File: config.mk
export PLATFORM = sky130hd
export DESIGN_NAME = wdog2
export DESIGN_NICKNAME = d
export VERILOG_FILES = /design/src/rtl/wdog2.sv
export SDC_FILE = /design/constraint.sdc
export NUM_CORES = 1
export LEC_CHECK = 0
export ABC_AREA = 1
export BUFFER_PORTS_ARGS = -buffer_cell sky130_fd_sc_hd__buf_2
export CORE_ASPECT_RATIO = 1.5
export CORE_MARGIN = 5
export CORE_UTILIZATION = 58
export DETAILED_ROUTE_END_ITERATION = 10
export GPL_ROUTABILITY_DRIVEN = 0
export PLACE_DENSITY = 0.79
export SLEW_MARGIN = 10
export SYNTH_ARGS = -nofsm -noshare
export SYNTH_HDL_FRONTEND = slang
export SYNTH_SLANG_ARGS = --single-unit
File: constraint.sdc
create_clock -name clk -period 2.8 [get_ports clk]
set_input_delay 0 -clock clk [delete_from_list [all_inputs] [get_ports clk]]
set_output_delay 0 -clock clk [all_outputs]
set_load 0.01 [all_outputs]
File: src/rtl/wdog2.sv
module wdog2 #(
  parameter int CNT_W    = 16,
  parameter int PRES_MAX = 13,
  parameter int ADDR_W   = 3
) (
  input  logic              clk,
  input  logic              rst_n,
  input  logic              tick_i,
  input  logic              wr_en_i,
  input  logic [ADDR_W-1:0] addr_i,
  input  logic [CNT_W-1:0]  wdata_i,
  output logic [CNT_W-1:0]  rdata_o,
  output logic              irq_o,
  output logic              smi_o,
  output logic              sysrst_o
);
  localparam int PW = PRES_MAX;
  localparam int CFG_W = 9;
  localparam logic [ADDR_W-1:0] A_TMO = ADDR_W'(0);
  localparam logic [ADDR_W-1:0] A_CFG = ADDR_W'(2);
  localparam logic [ADDR_W-1:0] A_STS = ADDR_W'(4);

  logic [CNT_W-1:0] tmo_q, cnt_q;
  logic [CFG_W-1:0] cfg_q;
  logic [3:0]       sts_q, sts_d;
  logic [PW-1:0]    pre_q, pre_lim;
  logic [3:0]       pres_eff;
  logic             stage_q, run_q;
  logic             wr_tmo, wr_cfg, wr_sts, tick_en, strobe, expire;
  logic [1:0]       act;
  logic             fire_irq, fire_smi, fire_rst;

  assign wr_tmo = wr_en_i && (addr_i == A_TMO);
  assign wr_cfg = wr_en_i && (addr_i == A_CFG);
  assign wr_sts = wr_en_i && (addr_i == A_STS);

  assign pres_eff = (cfg_q[3:0] > 4'(PRES_MAX)) ? 4'(PRES_MAX) : cfg_q[3:0];
  assign pre_lim  = PW'((32'd1 << pres_eff) - 32'd1);
  assign tick_en  = tick_i && !cfg_q[8];
  assign strobe   = tick_en && (pre_q == pre_lim) && !wr_tmo && !wr_cfg;
  assign expire   = strobe && run_q && (cnt_q == CNT_W'(1));

  assign act      = stage_q ? cfg_q[7:6] : cfg_q[5:4];
  assign fire_irq = expire && (act == 2'b01);
  assign fire_smi = expire && (act == 2'b10);
  assign fire_rst = expire && (act == 2'b11);

  always_ff @(posedge clk or negedge rst_n) begin
    if (!rst_n)                pre_q <= '0;
    else if (wr_tmo || wr_cfg) pre_q <= '0;
    else if (tick_en)          pre_q <= (pre_q == pre_lim) ? '0 : PW'(pre_q + 1'b1);
  end

  always_ff @(posedge clk or negedge rst_n) begin
    if (!rst_n) begin
      tmo_q   <= '0;
      cnt_q   <= '0;
      stage_q <= 1'b0;
      run_q   <= 1'b0;
    end else if (wr_tmo) begin
      tmo_q   <= wdata_i;
      cnt_q   <= wdata_i;
      stage_q <= 1'b0;
      run_q   <= |wdata_i;
    end else if (expire) begin
      if (!stage_q) begin
        cnt_q   <= tmo_q;
        stage_q <= 1'b1;
      end else begin
        run_q   <= 1'b0;
      end
    end else if (strobe && run_q) begin
      cnt_q <= cnt_q - 1'b1;
    end
  end

  always_ff @(posedge clk or negedge rst_n) begin
    if (!rst_n)      cfg_q <= '0;
    else if (wr_cfg) cfg_q <= wdata_i[CFG_W-1:0];
  end

  always_comb begin
    sts_d = sts_q;
    if (wr_sts && wdata_i[0]) sts_d = '0;
    sts_d = sts_d | {fire_rst, fire_smi, fire_irq, expire && !stage_q};
  end

  always_ff @(posedge clk or negedge rst_n) begin
    if (!rst_n) begin
      sts_q    <= '0;
      irq_o    <= 1'b0;
      smi_o    <= 1'b0;
      sysrst_o <= 1'b0;
    end else begin
      sts_q    <= sts_d;
      irq_o    <= fire_irq;
      smi_o    <= fire_smi;
      sysrst_o <= fire_rst;
    end
  end

  always_comb begin
    case (addr_i)
      A_TMO:   rdata_o = tmo_q;
      A_CFG:   rdata_o = {{(CNT_W-CFG_W){1'b0}}, cfg_q};
      A_STS:   rdata_o = {{(CNT_W-4){1'b0}}, sts_q};
      default: rdata_o = '0;
    endcase
  end
endmodule

* After elaboration in Yosys (flattened, before gate mapping)
Index checks and enable logic that the tools add are counted.
Storage, ports and cells: bits in latches 0, bits in writable memories 0, memories 0, logic and storage cells 67, register bits after elaboration 63, bits of input ports 23, memory bits (read-only) 0, output and inout bits 19
Cells by class: shift-type cells 1, $lt $le $gt $ge 1, equality and inequality tests 8, add/subtract/negate cells 3, $mul 0, multiplexer cells 16, reductions and logical operators 27, divide/modulo/power cells 0, bitwise logic cells 1
Operator list (count):
- $mux W16 | 4
- $pmux W16 S3 | 1
- $mux W13 | 3
- $eq A16 B1 Y1 const B | 1
- $reduce_or A16 Y1 | 1
- $sub A16 B1 Y16 const B | 1
- $logic_and A1 B1 Y1 | 14
- $add A13 B1 Y13 const B | 1
- $eq A13 B13 Y1 | 1
- $shl A1 B4 Y13 const A | 1
- $sub A13 B1 Y13 const B | 1
- $mux W4 | 2
- $reduce_bool A2 Y1 | 3
- $mux W1 | 5
- $eq A2 B2 Y1 const B | 2
- $gt A4 B4 Y1 const B | 1
- $logic_not A1 Y1 | 4
- $or A4 B4 Y4 | 1
- $reduce_and A2 Y1 | 2
- $eq A3 B2 Y1 const B | 1
- $eq A3 B3 Y1 const B | 1
- $logic_not A3 Y1 | 1
- $ne A3 B3 Y1 const B | 1
- $reduce_bool A3 Y1 | 1
- other kinds (3) | 3

* Logic depth before layout (Yosys ltp)
depth after elaboration 12, depth in mapped cells 20, gate-level depth less buffers 18

* Worst setup path after synthesis
Ideal clock, no wire load.
kind register to register, from reg cfg_q[2], to reg cnt_q[12], required time 2.681 ns, data arrival time 2.183 ns, period minus slack after synthesis 2.302 ns, stages on the path, launching flop included 18, setup time 0.119 ns, setup slack 0.498 ns, buffers on the path 1, cells stage by stage dfrtp_1 > nor2_1 > nand3_1 > ha_1 > inv_1 > nand2_1 > nand2_1 > nor2_1 > nand3_1 > nor2_2 > nand3_2 > nor2_4 > nand3_4 > nand2_4 > buf_8 > nand2_2 > nor2_2 > a21oi_2
Between the ends: word-level cells in the longest chain between the ends 12, elaborated cells between the ends (all ways) 15, those cells by class add/sub (1); order compare (1); eq/ne (2); shift (1); mux (3); reduce/logical (7)
Ends and longest elaborated chain:
- start, declared | line 24 | logic [CFG_W-1:0] cfg_q;
- start signal, assigned | line 79 | else if (wr_cfg) cfg_q <= wdata_i[CFG_W-1:0];
- $gt A4 B4 Y1 | line 37 | assign pres_eff = (cfg_q[3:0] > 4'(PRES_MAX)) ? 4'(PRES_MAX) : cfg_q[3:0];
- $mux W4 (*) | line 37
- $shl A1 B4 Y13 (*) | line 38 | assign pre_lim = PW'((32'd1 << pres_eff) - 32'd1);
- $sub A13 B1 Y13 (*) | line 38
- $eq A13 B13 Y1 (*) | line 40 | assign strobe = tick_en && (pre_q == pre_lim) && !wr_tmo && !wr_cfg;
- $logic_and A1 B1 Y1 (*) (3 in series) | line 40
- $logic_and A1 B1 Y1 (*) | line 41, 72
- $logic_and A1 B1 Y1 | line 41 | assign expire = strobe && run_q && (cnt_q == CNT_W'(1));
- $ne A3 B3 Y1 (no source line), or another cell as far along
- $reduce_and A2 Y1 (no source line) / $mux W16 (equally long branches)
- end signal, assigned | line 62 | cnt_q <= wdata_i;
- end signal, assigned | line 67 | cnt_q <= tmo_q;
- end signal, assigned | line 73 | cnt_q <= cnt_q - 1'b1;
- end, declared | line 23 | logic [CNT_W-1:0] tmo_q, cnt_q;
Mark *: on every way between the ends. The rest lies on a longest branch, timed or not. A chain may end at the register's enable or synchronous reset.

* Final worst setup path
from reg cfg_q[2], to reg cnt_q[8]
The elaborated chain is that of the path after synthesis.

==> impl_metrics.py <==
metrics = {
    "drt": {
        "vias": 3964,
        "drt_pre_antenna_iters": 5,
        "drt_wl_total_um": 10680,
        "drt_iter0_drc": 230,
        "ant_nets": 0,
        "wire_per_inst_um": 15.15,
        "vias_per_cell": 5.623,
        "drcViolationCount": 0,
    },
    "yosys": {
        "synthArstFlopShare_pct": 100.0,
        "synthesis.area_um2": 3956,
        "synth-edff-count": 0,
        "ys_seq_elements": 63,
        "netlist_instances": 552,
        "synth_area_per_cell_um2": 7.167,
        "synth_cell_types": 43,
        "ys_dominant_reg_cell": "dfrtp_1",
        "ys_warn_count": 0,
        "synthesis.nets": 579,
        "yosysSeqAreaShare_pct": 39.85,
    },
    "critical_path": {
        "worstPathCellList": "nor2_1 -> nand3_1 -> ha_1 -> inv_1 -> nand2_1 -> nand2_1 -> nor2_1 -> nand3_1 -> nor2_2 -> nand2_1 -> nor2_1 -> nand4_4 -> buf_4 -> nand2_1 -> nand2_1 -> o21ai_1 -> nand2_1 -> nand2_1",
        "path_common_cell": "nand2_1",
        "critPathMaxFanout": 9,
        "cp_data_arrival_time_ps": 2840,
        "crit_path_top_delay_cell": "dfrtp_1",
        "required_ps": 3100,
        "crit_type": "reg -> reg",
        "slowest_delay_ps": 470,
        "critPathBufInv": 2,
        "startpoint_type": "flop",
        "cp_top_family": "simple AND/OR/NAND/NOR gates",
        "crit_path_end_kind": "flop",
    },
    "power": {
        "switching_share_pct": 34.35,
        "finalPower_w": 0.003218,
        "comb_power_share_pct": 29.1,
        "ir_worst_vdd_uv": 528.6,
        "seqPwrFrac_pct": 38.3,
        "p_switching_w": 0.001105,
        "pwr-share-clk_pct": 32.6,
        "power.density_nw_per_um2": 679.8,
        "p_leak_nw": 2.472,
        "p_int_w": 0.002113,
    },
    "finish": {
        "drive_gt1_share_pct": 17.07,
        "nets": 649,
        "postLayoutCellArea_um2": 4733,
        "antenna_cells": 0,
        "area_growth_pct": 19.64,
    },
    "global_route": {
        "antenna_found_initial": 0,
        "grt_usage_pct": 26.48,
        "grt_pass1_vias": 3947,
        "gr-total-overflow": 0,
        "grt_max_degree": 64,
        "grt_pass1_wl_um": 18360,
    },
    "floorplanning": {
        "chipHeight_um": 111.2,
        "coreArea_um2": 6759,
        "dieArea_um2": 8607,
        "initial_core_util_pct": 58.53,
        "dieWidth_um": 77.44,
        "io-pin-count": 42,
        "std_cell_rows": 37,
    },
    "flow_run": {
        "maxCapViolCount": 0,
    },
    "sta": {
        "max_slew_margin_pct": 45.88,
        "hold_viol_final": 0,
        "fin_crit_ps": 2544,
        "finClkSkew_ps": 9.412,
        "setup_viol": 0,
        "fmax_ghz": 0.3932,
        "worst_pin_slew_ps": 811.8,
        "maxSlewViolCount": 0,
        "fin_crit_sh_pct": 90.84,
    },
    "clock_network": {
        "cts_buffers": 9,
        "clkTransAtPathRegs_ps": 70,
        "clock_sinks": 63,
        "cts_tree": "done",
        "htreeDepth": 3,
        "insertion_delay_ps": 360,
        "clock-root-buffer": "clkbuf_8",
        "cts_buffer_depth": 2,
    },
    "placement": {
        "dpl_cell_area_um2": 4277,
        "portBuffers": 41,
        "place_hpwl_um": 7908,
    },
    "outcome": {
        "outcome": "finished clean",
    },
    "hold_path": {
        "hp-class": "in -> reg",
    },
}
==> final timing paths <==
kind | cells past startpoint | endpoint | slack (ps) | from
worst min-delay path | 6 | pre_q[0] | 50 | tick_i
min in group asynchronous | 3 | pre_q[10] | 330 | rst_n
worst max-delay path | 18 | cnt_q[8] | 260 | cfg_q[2]
worst max register to register | 18 | cnt_q[8] | 260 | cfg_q[2]
worst min register to register | 2 | run_q | 480 | run_q
max in group asynchronous | 3 | tmo_q[15] | 1910 | rst_n
==> registers in the layout (all words and copies together), names as in the netlist <==
signal / count
smi_o: 1
cfg_q: 9
sts_q: 4
sysrst_o: 1
run_q: 1
stage_q: 1
cnt_q: 16
irq_o: 1
tmo_q: 16
pre_q: 13
==> cells by family after synthesis <==
kind of cell               synth area share [%]
buffers and inverters                     9.203
xor gates and xnor gates                  4.206
AOI/OAI and AO/OA                         9.646
adders and majority gates                 1.265
DFF                                       39.85
and+or+nand+nor                           35.26
muxes                                    0.5692
==> layer usage <==
| layer | vias to the layer above | routed length, um | global-route usage [%] |
|---|---|---|---|
| met5 | - | 0 | 0 |
| met4 | 0 | 456 | 14.45 |
| met3 | 39 | 542 | 5.366 |
| met2 | 167 | 5743 | 46.34 |
| met1 | 1858 | 3941 | 29.28 |
| li1 | 1900 | - | - |
==> worst register-to-register path, delay by kind of cell (launching register included) <==
kind,cells,cell delay (ps)
AOI/OAI and AO/OA,1,80
adders and majority gates,1,300
buffers and inverters,2,280
DFF,1,470
and+or+nand+nor,14,1360
==> what timing repair did <==
action                     CTS  global route
hold buffers                17             0
hold endpoints to repair    94             0
setup endpoints to repair    0            16
gates resized for setup      0             4
buffers inserted             0             0
==> final cells by class <==
cell class | count | area [um^2]
timing repair buffer | 71 | 473.0
clock inverter | 7 | 135.1
sequential | 63 | 1577
inverter | 75 | 284.0
multi-input combinational | 402 | 2043
fill | 544 | 2026
clock buffer | 9 | 123.9
tap | 78 | 97.59
==> synthesized netlist by cell type (2+ instances only) <==
cell / instances / area (um^2)
a21oi_1: 9 / 45.04
buf_2: 4 / 20.02
buf_6: 2 / 22.52
clkbuf_1: 4 / 15.01
dfrtp_1: 63 / 1577
ha_1: 4 / 50.05
inv_1: 67 / 251.5
inv_2: 6 / 22.52
mux2_2: 2 / 22.52
nand2_1: 176 / 660.6
nand2_2: 3 / 18.77
nand3_1: 40 / 200.2
nand3_2: 4 / 40.04
nand4_1: 7 / 43.79
nor2_1: 55 / 206.5
nor2_2: 8 / 50.05
nor2_4: 3 / 33.78
nor3_1: 6 / 30.03
nor3_2: 2 / 20.02
nor4_1: 4 / 25.02
o211ai_1: 9 / 67.56
o21ai_0: 20 / 100.1
o21ai_1: 7 / 35.03
o22ai_1: 11 / 68.82
xnor2_1: 2 / 17.52
xor2_1: 17 / 148.9
==> per-stage QoR <==
step / utilization [%] / hold WS (ps) / setup WS (ps) / cells / setup TNS (ps)
2_1_floorplan: - / -295.6 / 498.0 / 552 / 0
3_3_place_gp: 63.27 / 221.6 / 294.9 / 672 / 0
3_5_place_dp: 63.27 / 222.2 / 173.7 / 672 / 0
4_1_cts: 69.62 / 44.57 / 173.2 / 705 / 0
5_1_grt: 70.03 / 91.73 / -3.334 / 705 / -3.334
6_report: 70.03 / 54.86 / 256.5 / 705 / 0
==> layout by cell type, fill, tap and decap left out, drive strengths merged, types with 10 or more instances in the layout <==
cell type and count:
xor2 17, o21ai 27, o22ai 11, buf 54
nand3 45, dlygate4sd3 17, dfrtp 63, inv 74
nand2 180, a21oi 10, nor2 66
==> power by group through the flow <==
stage	Clock [W]	Combinational [W]	Sequential [W]
2_1_floorplan	0	0.000705	0.00120
3_3_place_gp	0	0.000883	0.00123
3_5_place_dp	0	0.000901	0.00124
4_1_cts	0.00106	0.000928	0.00123
5_1_grt	0.00110	0.00107	0.00126
6_report	0.00105	0.000937	0.00123
Note: power is estimated with default switching activity, not from simulation.
